File: config.mk
export PLATFORM = sky130hd
export DESIGN_NAME = line_status_latch
export DESIGN_NICKNAME = d
export VERILOG_FILES = /design/src/rtl/lsl_pkg.sv /design/src/rtl/lsl_chg_det.sv /design/src/rtl/lsl_event_map.sv /design/src/rtl/lsl_sticky.sv /design/src/rtl/lsl_irq.sv /design/src/rtl/line_status_latch.sv
export SDC_FILE = /design/constraint.sdc
export NUM_CORES = 1
export LEC_CHECK = 0
export BUFFER_PORTS_ARGS = -buffer_cell sky130_fd_sc_hd__buf_2
export CAP_MARGIN = 20
export CORE_ASPECT_RATIO = 1.25
export CORE_MARGIN = 5
export CORE_UTILIZATION = 45
export CTS_CLUSTER_DIAMETER = 60
export DETAILED_ROUTE_END_ITERATION = 7
export GPL_TIMING_DRIVEN = 0
export PLACE_DENSITY = 0.76
export SYNTH_ARGS = -nofsm -noshare
export SYNTH_HDL_FRONTEND = slang
export SYNTH_HIERARCHICAL = 1
export SYNTH_SLANG_ARGS = --single-unit
export TNS_END_PERCENT = 50
File: constraint.sdc
create_clock -name clk_i -period 1.6 [get_ports clk_i]
set_input_delay 0.24 -clock clk_i [delete_from_list [all_inputs] [get_ports clk_i]]
set_output_delay 0.24 -clock clk_i [all_outputs]
set_load 0.01 [all_outputs]
File: src/rtl/lsl_pkg.sv
package lsl_pkg;
  localparam int unsigned REG_W     = 16;
  localparam int unsigned N_CHG     = 7;
  localparam int unsigned POS_FULL  = 12;
  localparam int unsigned POS_EMPTY = 11;
  localparam int unsigned POS_CLK   = 8;
  localparam int unsigned POS_GAIN  = 5;
  localparam logic [REG_W-1:0] USED_MASK = 16'h1F3F;
  // bits fed by change detection (suppressed before arming)
  localparam logic [REG_W-1:0] CHG_MASK  = 16'h063F;

  // change-input index to register bit: 0..4 direct, 5->9, 6->10
  function automatic int unsigned chg_pos(input int unsigned idx);
    return (idx < 5) ? idx : idx + 4;
  endfunction
endpackage

File: src/rtl/lsl_chg_det.sv
module lsl_chg_det #(
  parameter int unsigned W = 1
) (
  input  logic         clk_i,
  input  logic         rst_ni,
  input  logic         arm_i,
  input  logic [W-1:0] d_i,
  output logic [W-1:0] chg_o
);
  logic [W-1:0] prev_q;

  always_ff @(posedge clk_i or negedge rst_ni) begin
    if (!rst_ni) prev_q <= '0;
    else         prev_q <= d_i;
  end

  assign chg_o = arm_i ? (d_i ^ prev_q) : '0;
endmodule

File: src/rtl/lsl_event_map.sv
module lsl_event_map
  import lsl_pkg::*;
(
  input  logic [N_CHG-1:0] chg_ev_i,
  input  logic             gain_ev_i,
  input  logic             clk_loss_i,
  input  logic             full_i,
  input  logic             empty_i,
  input  logic             slip_i,
  output logic [REG_W-1:0] ev_o
);
  always_comb begin
    ev_o = '0;
    for (int unsigned i = 0; i < N_CHG; i++) ev_o[chg_pos(i)] = chg_ev_i[i];
    ev_o[POS_GAIN]  = gain_ev_i;
    ev_o[POS_CLK]   = clk_loss_i;
    ev_o[POS_FULL]  = full_i | slip_i;
    ev_o[POS_EMPTY] = empty_i | slip_i;
  end
endmodule

File: src/rtl/lsl_sticky.sv
module lsl_sticky
  import lsl_pkg::*;
(
  input  logic             clk_i,
  input  logic             rst_ni,
  input  logic [REG_W-1:0] set_i,
  input  logic [REG_W-1:0] clr_i,
  output logic [REG_W-1:0] q_o
);
  always_ff @(posedge clk_i or negedge rst_ni) begin
    if (!rst_ni) q_o <= '0;
    else         q_o <= ((q_o & ~clr_i) | set_i) & USED_MASK;  // set wins
  end
endmodule

File: src/rtl/lsl_irq.sv
module lsl_irq
  import lsl_pkg::*;
(
  input  logic             clk_i,
  input  logic             rst_ni,
  input  logic [REG_W-1:0] latch_i,
  input  logic [REG_W-1:0] bit_en_i,
  input  logic             port_en_i,
  input  logic             glob_en_i,
  output logic             irq_o
);
  always_ff @(posedge clk_i or negedge rst_ni) begin
    if (!rst_ni) irq_o <= 1'b0;
    else         irq_o <= (|(latch_i & bit_en_i)) & port_en_i & glob_en_i;
  end
endmodule

File: src/rtl/line_status_latch.sv
module line_status_latch
  import lsl_pkg::*;
#(
  parameter int unsigned PORT_IDX = 0,
  parameter int unsigned ADDR_W   = 12,
  parameter int unsigned GAIN_W   = 8
) (
  input  logic              clk_i,
  input  logic              rst_ni,
  input  logic [N_CHG-1:0]  chg_stat_i,
  input  logic              clk_loss_i,
  input  logic [GAIN_W-1:0] gain_i,
  input  logic              buf_full_i,
  input  logic              buf_empty_i,
  input  logic              buf_slip_i,
  input  logic [REG_W-1:0]  bit_en_i,
  input  logic              port_en_i,
  input  logic              glob_en_i,
  input  logic [ADDR_W-1:0] reg_addr_i,
  input  logic              reg_wr_i,
  input  logic [REG_W-1:0]  reg_wdata_i,
  output logic [REG_W-1:0]  reg_rdata_o,
  output logic              irq_o
);
  localparam logic [ADDR_W-1:0] REG_ADDR = ADDR_W'(PORT_IDX * 32'h80 + 32'h2A);

  logic              armed_q;
  logic [N_CHG-1:0]  chg_ev;
  logic [GAIN_W-1:0] gain_diff;
  logic [REG_W-1:0]  ev;
  logic [REG_W-1:0]  clr_mask;
  logic [REG_W-1:0]  latch_q;
  logic              addr_hit;

  // first edge after reset only loads reference copies
  always_ff @(posedge clk_i or negedge rst_ni) begin
    if (!rst_ni) armed_q <= 1'b0;
    else         armed_q <= 1'b1;
  end

  lsl_chg_det #(.W(N_CHG)) u_stat_det (
    .clk_i (clk_i), .rst_ni(rst_ni), .arm_i(armed_q),
    .d_i   (chg_stat_i), .chg_o(chg_ev)
  );

  lsl_chg_det #(.W(GAIN_W)) u_gain_det (
    .clk_i (clk_i), .rst_ni(rst_ni), .arm_i(armed_q),
    .d_i   (gain_i), .chg_o(gain_diff)
  );

  lsl_event_map u_map (
    .chg_ev_i  (chg_ev),
    .gain_ev_i (|gain_diff),
    .clk_loss_i(clk_loss_i),
    .full_i    (buf_full_i),
    .empty_i   (buf_empty_i),
    .slip_i    (buf_slip_i),
    .ev_o      (ev)
  );

  assign addr_hit = (reg_addr_i == REG_ADDR);
  assign clr_mask = (reg_wr_i && addr_hit) ? reg_wdata_i : '0;

  lsl_sticky u_sticky (
    .clk_i(clk_i), .rst_ni(rst_ni), .set_i(ev), .clr_i(clr_mask), .q_o(latch_q)
  );

  lsl_irq u_irq (
    .clk_i    (clk_i),
    .rst_ni   (rst_ni),
    .latch_i  (latch_q),
    .bit_en_i (bit_en_i),
    .port_en_i(port_en_i),
    .glob_en_i(glob_en_i),
    .irq_o    (irq_o)
  );

  assign reg_rdata_o = addr_hit ? latch_q : '0;
endmodule

==> metrics.md <==
| Metric | Value |
|---|---|
| Outcome | finished, violations left |
| Violated checks | negative setup slack |
| Initial antenna violation count | 0 |
| Setup ws final | -0.104 ns |
| Relative slew slack | 58.2% |
| DRT iter0 DRCs | 30 |
| Filler cells | 372 |
| Die X | 67.3 um |
| Synthesized instance count | 182 |
| Slew @ Worst Pin | 0.627 ns |
| Comb pwr share | 17.6% |
| Skew final | 0.00655 ns |
| I/O Buffers | 72 |
| DRT Pass-1 Iters | 4 |
| Share of cells above drive strength 1 | 50.9% |
| Worst Hold Class | input pin to register |
| Initial Utilization | 45.8% |
| Max Slew Vio Count | 0 |
| Gp weighted congestion | 0.770 |
| DRC Markers | 0 |
| Number of cell rows | 26 |
| Via/cell ratio | 4.65 |
| Commonest non-fill, non-tap cell in the layout | buf_2 |
| CTS tree | yes |
| Final period util | 107% |
| Clk pwr share | 35.3% |
| Sequential share of power | 47.1% |
| Fin. Hold Viols | 0 |
| Clk_lat worst skew | 0.27 ns |
| Core Region | 4030 um^2 |
| Endpoint class of the critical path | primary output |
| Period minus WS final | 1.70 ns |
| Most frequent cells in the layout | buf_2 (71), dfrtp_1 (28), inv_1 (27) |
| Critical Path Source | reg_addr_i[4] |
| Final Util | 62.9% |
| Max-cap viol count | 0 |
| Syn_area_per_cell | 10.1 um^2 |
| Clock Pin Slew Worst Setup and Hold Paths | 0.10 ns |
| Non-filler cells, final | 323 |
| Power density cells | 620 nW/um^2 |
| Fmax | 587 MHz |
| Sw power | 0.352 mW |
| Total GRT Usage | 15.4% |
| Critical Path Fanout Max | 8 |
| Startpoint type of the worst setup path | input pin |
| Via count | 1502 |
| Setup repair after global routing missed its margin | yes |
| Largest net degree at the start of global routing | 29 |
| CTS Buf Count | 3 |
| Layout Nets | 336 |
| Yosys warnings | 6 |
| Die height | 81.6 um |
| Clock root cell | clkbuf_8 |
| Global-route wire length before repair | 6500 um |
| Vias in the first global route | 1489 |
| Power, Total | 1.57 mW |
| CP Data Required Time | 1.36 ns |
| Leakage power | 1.16 nW |
| Placed inst area | 2290 um^2 |
| R2R Path Start | armed_q |
| DP Wirelength | 3260 um |
| Peak supply drop | 0.000457 V |
| Internal power | 1.22 mW |
| Final Cell Area | 2540 um^2 |
| Inserted Diodes | 0 |
| Area grow syn2layout | 37.3% |
| Clock buffer depth | 2 |
| Global route overflow | 0 |
| Die ar. | 5490 um^2 |
| Clock Sinks | 28 |
| Drt wl/cell | 12.6 um |
| Post-Syn Area | 1850 um^2 |
| Sw Share | 22.4% |
| Antenna Nets Post-Route | 0 |
| Final WL | 4060 um |
| H-tree depth | 1 |
| IO Pins | 85 |
| HP Start | gain_i[4] |
| Signal arrival time at the worst endpoint | 1.46 ns |
| DP Cell Count | 314 |
| Setup TNS | -0.998 ns |
| Finish-stage setup viols | 13 |
| Crit Path Category | input pin to primary output |
==> final timing paths <==
kind / endpoint / slack, ns / cells after the start
max: reg_rdata_o[1] / -0.10 / 5
max in group asynchronous: u_sticky/q_o[4] / 0.66 / 2
min in group asynchronous: u_stat_det/prev_q[6] / 0.53 / 2
min: u_gain_det/prev_q[4] / 0.09 / 1
max reg2reg: u_sticky/q_o[5] / 0.17 / 5
min reg2reg: u_sticky/q_o[9] / 0.51 / 1
==> per-stage QoR <==
stage               setup slack, ns  hold WS (ns)
floorplan                   0.00518       -0.0556
global placement             -0.249         0.299
detailed placement           -0.230         0.299
CTS                          -0.172        0.0793
global route                 -0.155        0.0755
finish                       -0.104        0.0874
==> layout make-up <==
| class | instances | area, um^2 | area share [%] |
|---|---|---|---|
| clock buffer | 3 | 41.3 | 1.63 |
| buffer | 26 | 211 | 8.34 |
| tap | 56 | 70.1 | 2.76 |
| multi-input combinational | 103 | 928 | 36.6 |
| sequential | 28 | 701 | 27.6 |
| clock inverter | 1 | 30.0 | 1.18 |
| inverter | 27 | 101 | 4.00 |
| timing repair buffer | 79 | 453 | 17.9 |
==> state kept, by name, indices dropped and copies added, names as in the netlist <==
name               cells
u_sticky/q_o          11
u_gain_det/prev_q      8
u_stat_det/prev_q      7
armed_q                1
u_irq/irq_o            1
==> critical path, stage by stage <==
cell and delay (ns):
buf_6 0.09, or4b_4 0.58, buf_12 0.17, nor4_4 0.21, buf_2 0.17
==> metal layers <==
metal | GRT usage (%) | share of wire, %
met1 | 16.7 | 38
met3 | 2.05 | 6.9
met5 | 0 | 0
met4 | 4.87 | 0.99
met2 | 30.3 | 54
==> power groups by stage <==
stage | clock [mW] | sequential (mW) | combinational (mW)
after global placement | 0 | 0.755 | 0.249
after global routing | 0.597 | 0.744 | 0.310
after detailed placement | 0 | 0.756 | 0.253
after CTS | 0.573 | 0.742 | 0.278
final | 0.555 | 0.741 | 0.276
after floorplan | 0 | 0.754 | 0.141
==> repair_timing <==
| item | 4_1_cts | 5_1_grt |
|---|---|---|
| pin swaps | 3 | 0 |
| cloned | 1 | 0 |
| endpoints found under the hold margin | 17 | 0 |
| gates resized for setup | 15 | 6 |
| hold buffers | 1 | 0 |
| endpoints found under the setup margin | 11 | 17 |
| buffers inserted | 5 | 0 |
(Power assumes the default switching activity.)
